`src/rtl/dag_pkg.sv`:
```
package dag_pkg;

  typedef enum logic [2:0] {
    MD_IND     = 3'd0,
    MD_PREDEC  = 3'd1,
    MD_POSTINC = 3'd2,
    MD_DISP    = 3'd3,
    MD_IO      = 3'd4,
    MD_DIRECT  = 3'd5,
    MD_RSV6    = 3'd6,
    MD_RSV7    = 3'd7
  } modeE;

  typedef enum logic [1:0] {
    OFF_ZERO   = 2'd0,
    OFF_PLUS1  = 2'd1,
    OFF_MINUS1 = 2'd2,
    OFF_DISP   = 2'd3
  } offE;

  typedef struct packed {
    logic load;        // capture a new result
    logic addrFromSum; // pointer-path address is the adder output
    offE  offSel;      // adder offset choice
    logic usePtr;      // address from pointer path
    logic useIo;       // address from I/O field
    logic useDirect;   // address from direct word + segment
    logic wbEn;        // pointer write-back
    logic illegal;     // illegal combination
  } strobesT;

endpackage

```
`src/rtl/dag_ctrl.sv`:
```
module dag_ctrl
  import dag_pkg::*;
(
  input  logic       reqValid,
  input  logic [2:0] mode,
  input  logic [1:0] ptrSel,
  output strobesT    strb
);

  logic selOk;
  logic dispOk;

  assign selOk  = (ptrSel != 2'd3);
  assign dispOk = selOk && (ptrSel != 2'd0);

  always_comb begin
    strb = '0;
    strb.offSel = OFF_ZERO;
    strb.load = reqValid;
    if (reqValid) begin
      unique case (modeE'(mode))
        MD_IND: begin
          strb.usePtr  = selOk;
          strb.illegal = !selOk;
        end
        MD_PREDEC: begin
          strb.usePtr      = selOk;
          strb.offSel      = OFF_MINUS1;
          strb.addrFromSum = 1'b1;
          strb.wbEn        = selOk;
          strb.illegal     = !selOk;
        end
        MD_POSTINC: begin
          strb.usePtr  = selOk;
          strb.offSel  = OFF_PLUS1;
          strb.wbEn    = selOk;
          strb.illegal = !selOk;
        end
        MD_DISP: begin
          strb.usePtr      = dispOk;
          strb.offSel      = OFF_DISP;
          strb.addrFromSum = 1'b1;
          strb.illegal     = !dispOk;
        end
        MD_IO:     strb.useIo = 1'b1;
        MD_DIRECT: strb.useDirect = 1'b1;
        default:   strb.illegal = 1'b1;
      endcase
    end
  end

endmodule

```
`src/rtl/dag_datapath.sv`:
```
module dag_datapath
  import dag_pkg::*;
#(
  parameter int PTR_W  = 16,
  parameter int DISP_W = 6,
  parameter int IO_W   = 6,
  parameter int SEG_W  = 8,
  parameter int NPTR   = 3,
  localparam int ADDR_W = SEG_W + PTR_W,
  localparam int SEL_W  = $clog2(NPTR + 1)
)(
  input  logic              clk,
  input  logic              rstN,
  input  strobesT           strb,
  input  logic [SEL_W-1:0]  ptrSel,
  input  logic [PTR_W-1:0]  ptrIn [NPTR],
  input  logic [DISP_W-1:0] disp,
  input  logic [IO_W-1:0]   ioField,
  input  logic [PTR_W-1:0]  directWord,
  input  logic [SEG_W-1:0]  segExt,
  output logic              outValid,
  output logic [ADDR_W-1:0] effAddr,
  output logic              ioSpace,
  output logic [PTR_W-1:0]  wbData,
  output logic              wbEn,
  output logic [SEL_W-1:0]  wbSel,
  output logic              illegal
);

  logic [PTR_W-1:0]  ptrVal;
  logic [PTR_W-1:0]  offset;
  logic [PTR_W-1:0]  ptrSum;
  logic [PTR_W-1:0]  ptrAddr;
  logic [PTR_W-1:0]  dispExt;
  logic [ADDR_W-1:0] nextAddr;

  // Pointer select mux; out-of-range codes yield zero
  always_comb begin
    ptrVal = '0;
    for (int i = 0; i < NPTR; i++) begin
      if (ptrSel == SEL_W'(i)) ptrVal = ptrIn[i];
    end
  end

  generate
    if (DISP_W >= PTR_W) begin : g_dispTrunc
      assign dispExt = disp[PTR_W-1:0];
    end else begin : g_dispZext
      assign dispExt = {{(PTR_W-DISP_W){1'b0}}, disp};
    end
  endgenerate

  always_comb begin
    unique case (strb.offSel)
      OFF_PLUS1:  offset = PTR_W'(1);
      OFF_MINUS1: offset = '1;
      OFF_DISP:   offset = dispExt;
      default:    offset = '0;
    endcase
  end

  assign ptrSum  = ptrVal + offset;
  assign ptrAddr = strb.addrFromSum ? ptrSum : ptrVal;

  always_comb begin
    nextAddr = '0;
    if (strb.usePtr)    nextAddr = {{SEG_W{1'b0}}, ptrAddr};
    if (strb.useIo)     nextAddr = ADDR_W'(ioField);
    if (strb.useDirect) nextAddr = {segExt, directWord};
  end

  always_ff @(posedge clk) begin
    if (!rstN) begin
      outValid <= 1'b0;
      effAddr  <= '0;
      ioSpace  <= 1'b0;
      wbData   <= '0;
      wbEn     <= 1'b0;
      wbSel    <= '0;
      illegal  <= 1'b0;
    end else if (strb.load) begin
      outValid <= 1'b1;
      effAddr  <= nextAddr;
      ioSpace  <= strb.useIo;
      wbData   <= strb.wbEn ? ptrSum : '0;
      wbEn     <= strb.wbEn;
      wbSel    <= strb.wbEn ? ptrSel : '0;
      illegal  <= strb.illegal;
    end else begin
      outValid <= 1'b0;
      wbEn     <= 1'b0;
      illegal  <= 1'b0;
    end
  end

endmodule

```
`src/rtl/data_addr_gen.sv`:
```
module data_addr_gen
  import dag_pkg::*;
#(
  parameter int PTR_W  = 16,
  parameter int DISP_W = 6,
  parameter int IO_W   = 6,
  parameter int SEG_W  = 8,
  localparam int ADDR_W = SEG_W + PTR_W
)(
  input  logic              clk,
  input  logic              rstN,
  input  logic              reqValid,
  input  logic [2:0]        mode,
  input  logic [1:0]        ptrSel,
  input  logic [PTR_W-1:0]  ptrX,
  input  logic [PTR_W-1:0]  ptrY,
  input  logic [PTR_W-1:0]  ptrZ,
  input  logic [DISP_W-1:0] disp,
  input  logic [IO_W-1:0]   ioField,
  input  logic [PTR_W-1:0]  directWord,
  input  logic [SEG_W-1:0]  segExt,
  output logic              outValid,
  output logic [ADDR_W-1:0] effAddr,
  output logic              ioSpace,
  output logic [PTR_W-1:0]  wbData,
  output logic              wbEn,
  output logic [1:0]        wbSel,
  output logic              illegal
);

  strobesT          strb;
  logic [PTR_W-1:0] ptrArr [3];

  assign ptrArr[0] = ptrX;
  assign ptrArr[1] = ptrY;
  assign ptrArr[2] = ptrZ;

  dag_ctrl u_ctrl (
    .reqValid (reqValid),
    .mode     (mode),
    .ptrSel   (ptrSel),
    .strb     (strb)
  );

  dag_datapath #(
    .PTR_W  (PTR_W),
    .DISP_W (DISP_W),
    .IO_W   (IO_W),
    .SEG_W  (SEG_W),
    .NPTR   (3)
  ) u_dp (
    .clk        (clk),
    .rstN       (rstN),
    .strb       (strb),
    .ptrSel     (ptrSel),
    .ptrIn      (ptrArr),
    .disp       (disp),
    .ioField    (ioField),
    .directWord (directWord),
    .segExt     (segExt),
    .outValid   (outValid),
    .effAddr    (effAddr),
    .ioSpace    (ioSpace),
    .wbData     (wbData),
    .wbEn       (wbEn),
    .wbSel      (wbSel),
    .illegal    (illegal)
  );

endmodule

```
`config.mk`:
```
export PLATFORM = sky130hd
export DESIGN_NAME = data_addr_gen
export DESIGN_NICKNAME = d
export VERILOG_FILES = /design/src/rtl/dag_pkg.sv /design/src/rtl/dag_ctrl.sv /design/src/rtl/dag_datapath.sv /design/src/rtl/data_addr_gen.sv
export SDC_FILE = /design/constraint.sdc
export NUM_CORES = 1
export LEC_CHECK = 0
export ABC_AREA = 1
export BUFFER_PORTS_ARGS = -buffer_cell sky130_fd_sc_hd__clkbuf_2
export CAP_MARGIN = 10
export CORE_MARGIN = 4
export CORE_UTILIZATION = 53
export DETAILED_ROUTE_END_ITERATION = 16
export PLACE_DENSITY = 0.87
export SLEW_MARGIN = 20
export SYNTH_ARGS = -nofsm -noshare
export SYNTH_HDL_FRONTEND = slang
export SYNTH_HIERARCHICAL = 1
export SYNTH_SLANG_ARGS = --single-unit
```
`constraint.sdc`:
```
create_clock -name clk -period 6.1 [get_ports clk]
set_input_delay 1.83 -clock clk [delete_from_list [all_inputs] [get_ports clk]]
set_output_delay 1.83 -clock clk [all_outputs]
set_load 0.02 [all_outputs]
```
==> key figures <==
CTS
  • Hold Buf Count CTS: 0
  • Clock slew at reported path FFs: 0.09 ns
  • Depth of the CTS H-tree: 2
  • Clock latency at the later pin of the worst-skew pair: 0.29 ns
  • Post-CTS resize count: 0
  • Root buffer cell: sky130_fd_sc_hd__clkbuf_8
  • TritonCTS clock tree: built
  • CTS Buf Count: 5
  • Post CTS Setup Buffer Count: 0
  • Clock sink count: 46
  • Maximum count of clock buffers along a single path: 2

STA
  • Number of pins with negative max-slew slack in the final report: 0
  • Highest Clock Rate: 0.227 GHz
  • Setup repair after global routing missed its margin: no
  • Final hold viol count: 0
  • Final total negative setup slack: 0 ns
  • Slew HR: 49.3%
  • Maximum clock skew at final layout: 0 ns
  • Setup violation total in the final timing report: 0
  • Final critical-path share of the clock period: 72.2%
  • Minimum period implied by the final worst setup slack: 4.41 ns
  • Measured slew at the worst slew-check pin: 0.757 ns
  • Worst hold slack after final layout: 0.457 ns
  • Worst setup slack after layout: 1.69 ns

Synthesis
  • Sequential cell area fraction in the yosys report: 27.4%
  • Net Count, Synth: 654
  • Number of unique standard cell types used by synthesis: 38
  • Combined area of all synthesized cells: 3360 sq um
  • Share of the synthesized area in the top cell type: 27.4%
  • Flip-flop and latch count after synthesis: 46
  • Leading cell types by total area after synthesis: sky130_fd_sc_hd__dfxtp_1 (27%), sky130_fd_sc_hd__nand2_1 (24%), sky130_fd_sc_hd__inv_1 (6.9%)
  • Synthesized netlist cell count: 543
  • Avg Synthesized Cell Area: 6.18 sq um
  • Biggest area consumer among synthesized cells: sky130_fd_sc_hd__dfxtp_1
  • Number of warnings issued by yosys: 6

Routing
  • Mean routed wirelength per cell: 13.4 microns
  • DRT antenna net count: 0
  • Detailed Route Iter0 Violations: 206
  • Post-detailed-route DRC marker count: 0
  • Number of vias after detailed routing: 3936
  • Wirelength, routed: 10.1 mm
  • Via density per instance: 5.24
  • Number of iterations in the first detailed-routing pass: 5

Critical path
  • Signal arrival time at the worst endpoint: 4.60 ns
  • Path depth of the worst reg2reg path: 2
  • CP max stage cell: sky130_fd_sc_hd__fa_1
  • Max Fanout on Critical Path: 37
  • Nature of the critical path startpoint: input port
  • Register-to-register path setup slack: 5.41 ns
  • Required time at the worst-slack endpoint: 6.29 ns
  • Worst R2R Start: u_dp/effAddr[13]
  • Dominant delay contributor by cell family on the critical path: buffers and inverters
  • Worst reg2reg endpoint: u_dp/effAddr[13]
  • Critical path capture point type: flip-flop
  • List of cells traversed by the critical path: clkbuf_2, inv_1, nor3_2, buf_4, inv_1, nor2_1, buf_4, inv_1, nand2_1, ha_1, inv_1, fa_1, inv_1, nand3_1, nand2_1, nand3_1, nand3_1, nand2_1, nand2_1, nand2_1, nand2_1, nand2_1
  • Path length in cells of the critical path: 22
  • Start point of the critical path: reqValid
  • Setup CP Type: input port to flip-flop
  • Timing endpoint of the critical path: u_dp/effAddr[12]
  • Worst path most repeated cell: sky130_fd_sc_hd__nand2_1
  • Buf+Inv Stages, Crit Path: 8
  • Max stage delay on crit path: 0.40 ns

Finish
  • Final Cell Area: 4160 sq um
  • Leading cell type in the layout, fill and taps excluded: sky130_fd_sc_hd__nand2_1
  • Synthesis-to-finish area growth: 23.8%
  • Share of final-layout standard cells stronger than drive strength 1: 24.7%
  • Post-Layout Cell Count: 751
  • Leading cell types in the layout, fill and taps excluded: sky130_fd_sc_hd__nand2_1 (216), sky130_fd_sc_hd__clkbuf_2 (137), sky130_fd_sc_hd__inv_1 (62)
  • Fillers: 551
  • Net total in the final layout: 786
  • Number of inserted diodes: 0

GRT
  • Total global routing overflow: 0
  • Number of antenna violations at the first check in global routing: 0
  • Wire length of the first global-routing pass: 16.8 mm
  • GRT Resource Usage Total: 27.0%
  • Vias in the first global route: 3872
  • Largest net degree at the start of global routing: 40

Placement
  • Count of input and output buffers: 137
  • Detailed placement HPWL: 8.21 mm
  • Final weighted congestion of routability-driven global placement: 0.977
  • Placed Area: 4050 sq um
  • Worst slack after detailed placement: 1.43 ns
  • Placed cell count: 743

Floorplan
  • Area of the die: 7670 sq um
  • Initial core utilization: 55.7%
  • Placeable core area: 6030 sq um
  • Chip Height: 87.6 microns
  • Total number of placement rows: 28
  • Ports: 138
  • Width of the die: 87.6 microns

Power and ir drop
  • Static leakage: 2.42 nW
  • Worst IR drop on VDD: 0.156 mV
  • Power density normalized to cell area: 177 nW/um^2

Status
  • Run status: finished clean

Run
  • # Max-Cap Violations: 0

Hold path
  • Hold WC Path Type: flip-flop to flip-flop
[logic make-up after synthesis]
kind of cell | after synthesis | synth area share (%)
adders and majority gates | 19 | 7.31
DFF | 46 | 27.4
buffers and inverters | 84 | 11.2
xor gates and xnor gates | 5 | 1.30
and+or+nand+nor | 313 | 37.9
AOI/OAI and AO/OA | 76 | 14.8
[power by group]
group	internal [mW]	switching, mW
clock network	0.122	0.105
registers	0.306	0.00286
logic	0.0737	0.125
total	0.502	0.232
[Yosys cell counts]
library cell and number:
sky130_fd_sc_hd__buf_2 5, sky130_fd_sc_hd__inv_1 62, sky130_fd_sc_hd__a21o_1 1, sky130_fd_sc_hd__a21oi_1 25
sky130_fd_sc_hd__nand3_2 2, sky130_fd_sc_hd__fa_1 1, sky130_fd_sc_hd__dfxtp_1 46, sky130_fd_sc_hd__a32o_1 8
sky130_fd_sc_hd__and2_1 1, sky130_fd_sc_hd__nor2_1 45, sky130_fd_sc_hd__buf_6 1, sky130_fd_sc_hd__xor2_1 3
sky130_fd_sc_hd__nand3b_1 2, sky130_fd_sc_hd__buf_4 2, sky130_fd_sc_hd__o211ai_2 1, sky130_fd_sc_hd__o211ai_1 1
sky130_fd_sc_hd__a22o_1 1, sky130_fd_sc_hd__xnor2_1 2, sky130_fd_sc_hd__a2bb2oi_1 4, sky130_fd_sc_hd__nor2_2 2
sky130_fd_sc_hd__o21ai_2 1, sky130_fd_sc_hd__nand4_1 4, sky130_fd_sc_hd__nand2_1 216, sky130_fd_sc_hd__nand3_1 30
sky130_fd_sc_hd__nand2_2 5, sky130_fd_sc_hd__or2_2 1, sky130_fd_sc_hd__a32oi_1 10, sky130_fd_sc_hd__clkbuf_1 3
sky130_fd_sc_hd__ha_1 18, sky130_fd_sc_hd__a21oi_2 1, sky130_fd_sc_hd__o22ai_1 1, sky130_fd_sc_hd__clkbuf_8 4
sky130_fd_sc_hd__o21ai_1 2, sky130_fd_sc_hd__or2_1 1, sky130_fd_sc_hd__o21ai_0 20, sky130_fd_sc_hd__nor3_1 4
sky130_fd_sc_hd__inv_2 6, sky130_fd_sc_hd__clkinv_1 1
[flip-flops by register name, indices dropped and copies added, names as in the netlist]
| name | cells |
|---|---|
| u_dp/wbData | 16 |
| u_dp/wbEn | 1 |
| u_dp/ioSpace | 1 |
| u_dp/outValid | 1 |
| u_dp/illegal | 1 |
| u_dp/wbSel | 2 |
| u_dp/effAddr | 24 |
[worst min path at each step]
stage,start,end,cells past startpoint
2_1_floorplan,u_dp/effAddr[0],u_dp/effAddr[0],2
3_3_place_gp,u_dp/wbData[5],u_dp/wbData[5],1
3_5_place_dp,u_dp/effAddr[2],u_dp/effAddr[2],2
4_1_cts,u_dp/effAddr[2],u_dp/effAddr[2],2
5_1_grt,u_dp/wbData[14],u_dp/wbData[14],2
6_report,u_dp/wbData[15],u_dp/wbData[15],2
[through the flow]
stage / util [%] / total power, mW
2_1_floorplan: - / 0.444
3_3_place_gp: 67.2 / 0.507
3_5_place_dp: 67.2 / 0.511
4_1_cts: 69.0 / 0.734
5_1_grt: 69.0 / 0.777
6_report: 69.0 / 0.734
[worst min-delay path: stages (launching register included)]
cell                      delay (ns)
sky130_fd_sc_hd__dfxtp_1        0.32
sky130_fd_sc_hd__nand2_1        0.06
sky130_fd_sc_hd__nand2_1        0.04
[area by class of cell]
cell class                 instances  area, sq um  area share, %
inverter                          69          259           6.23
tap                               75         93.8           2.26
clock inverter                     2         37.5          0.903
multi-input combinational        413         2060           49.7
sequential                        46          921           22.2
clock buffer                       6         72.6           1.75
timing repair buffer             140          708           17.0
[routing by layer]
layer / up-vias / global-route usage (%) / share of wire [%]
met5: - / 0 / 0
met1: 1760 / 32.4 / 41
li1: 2008 / - / -
met3: 24 / 3.86 / 6.6
met4: 0 / 8.93 / 2.5
met2: 144 / 49.3 / 50
Power figures use the tool's default switching activity.
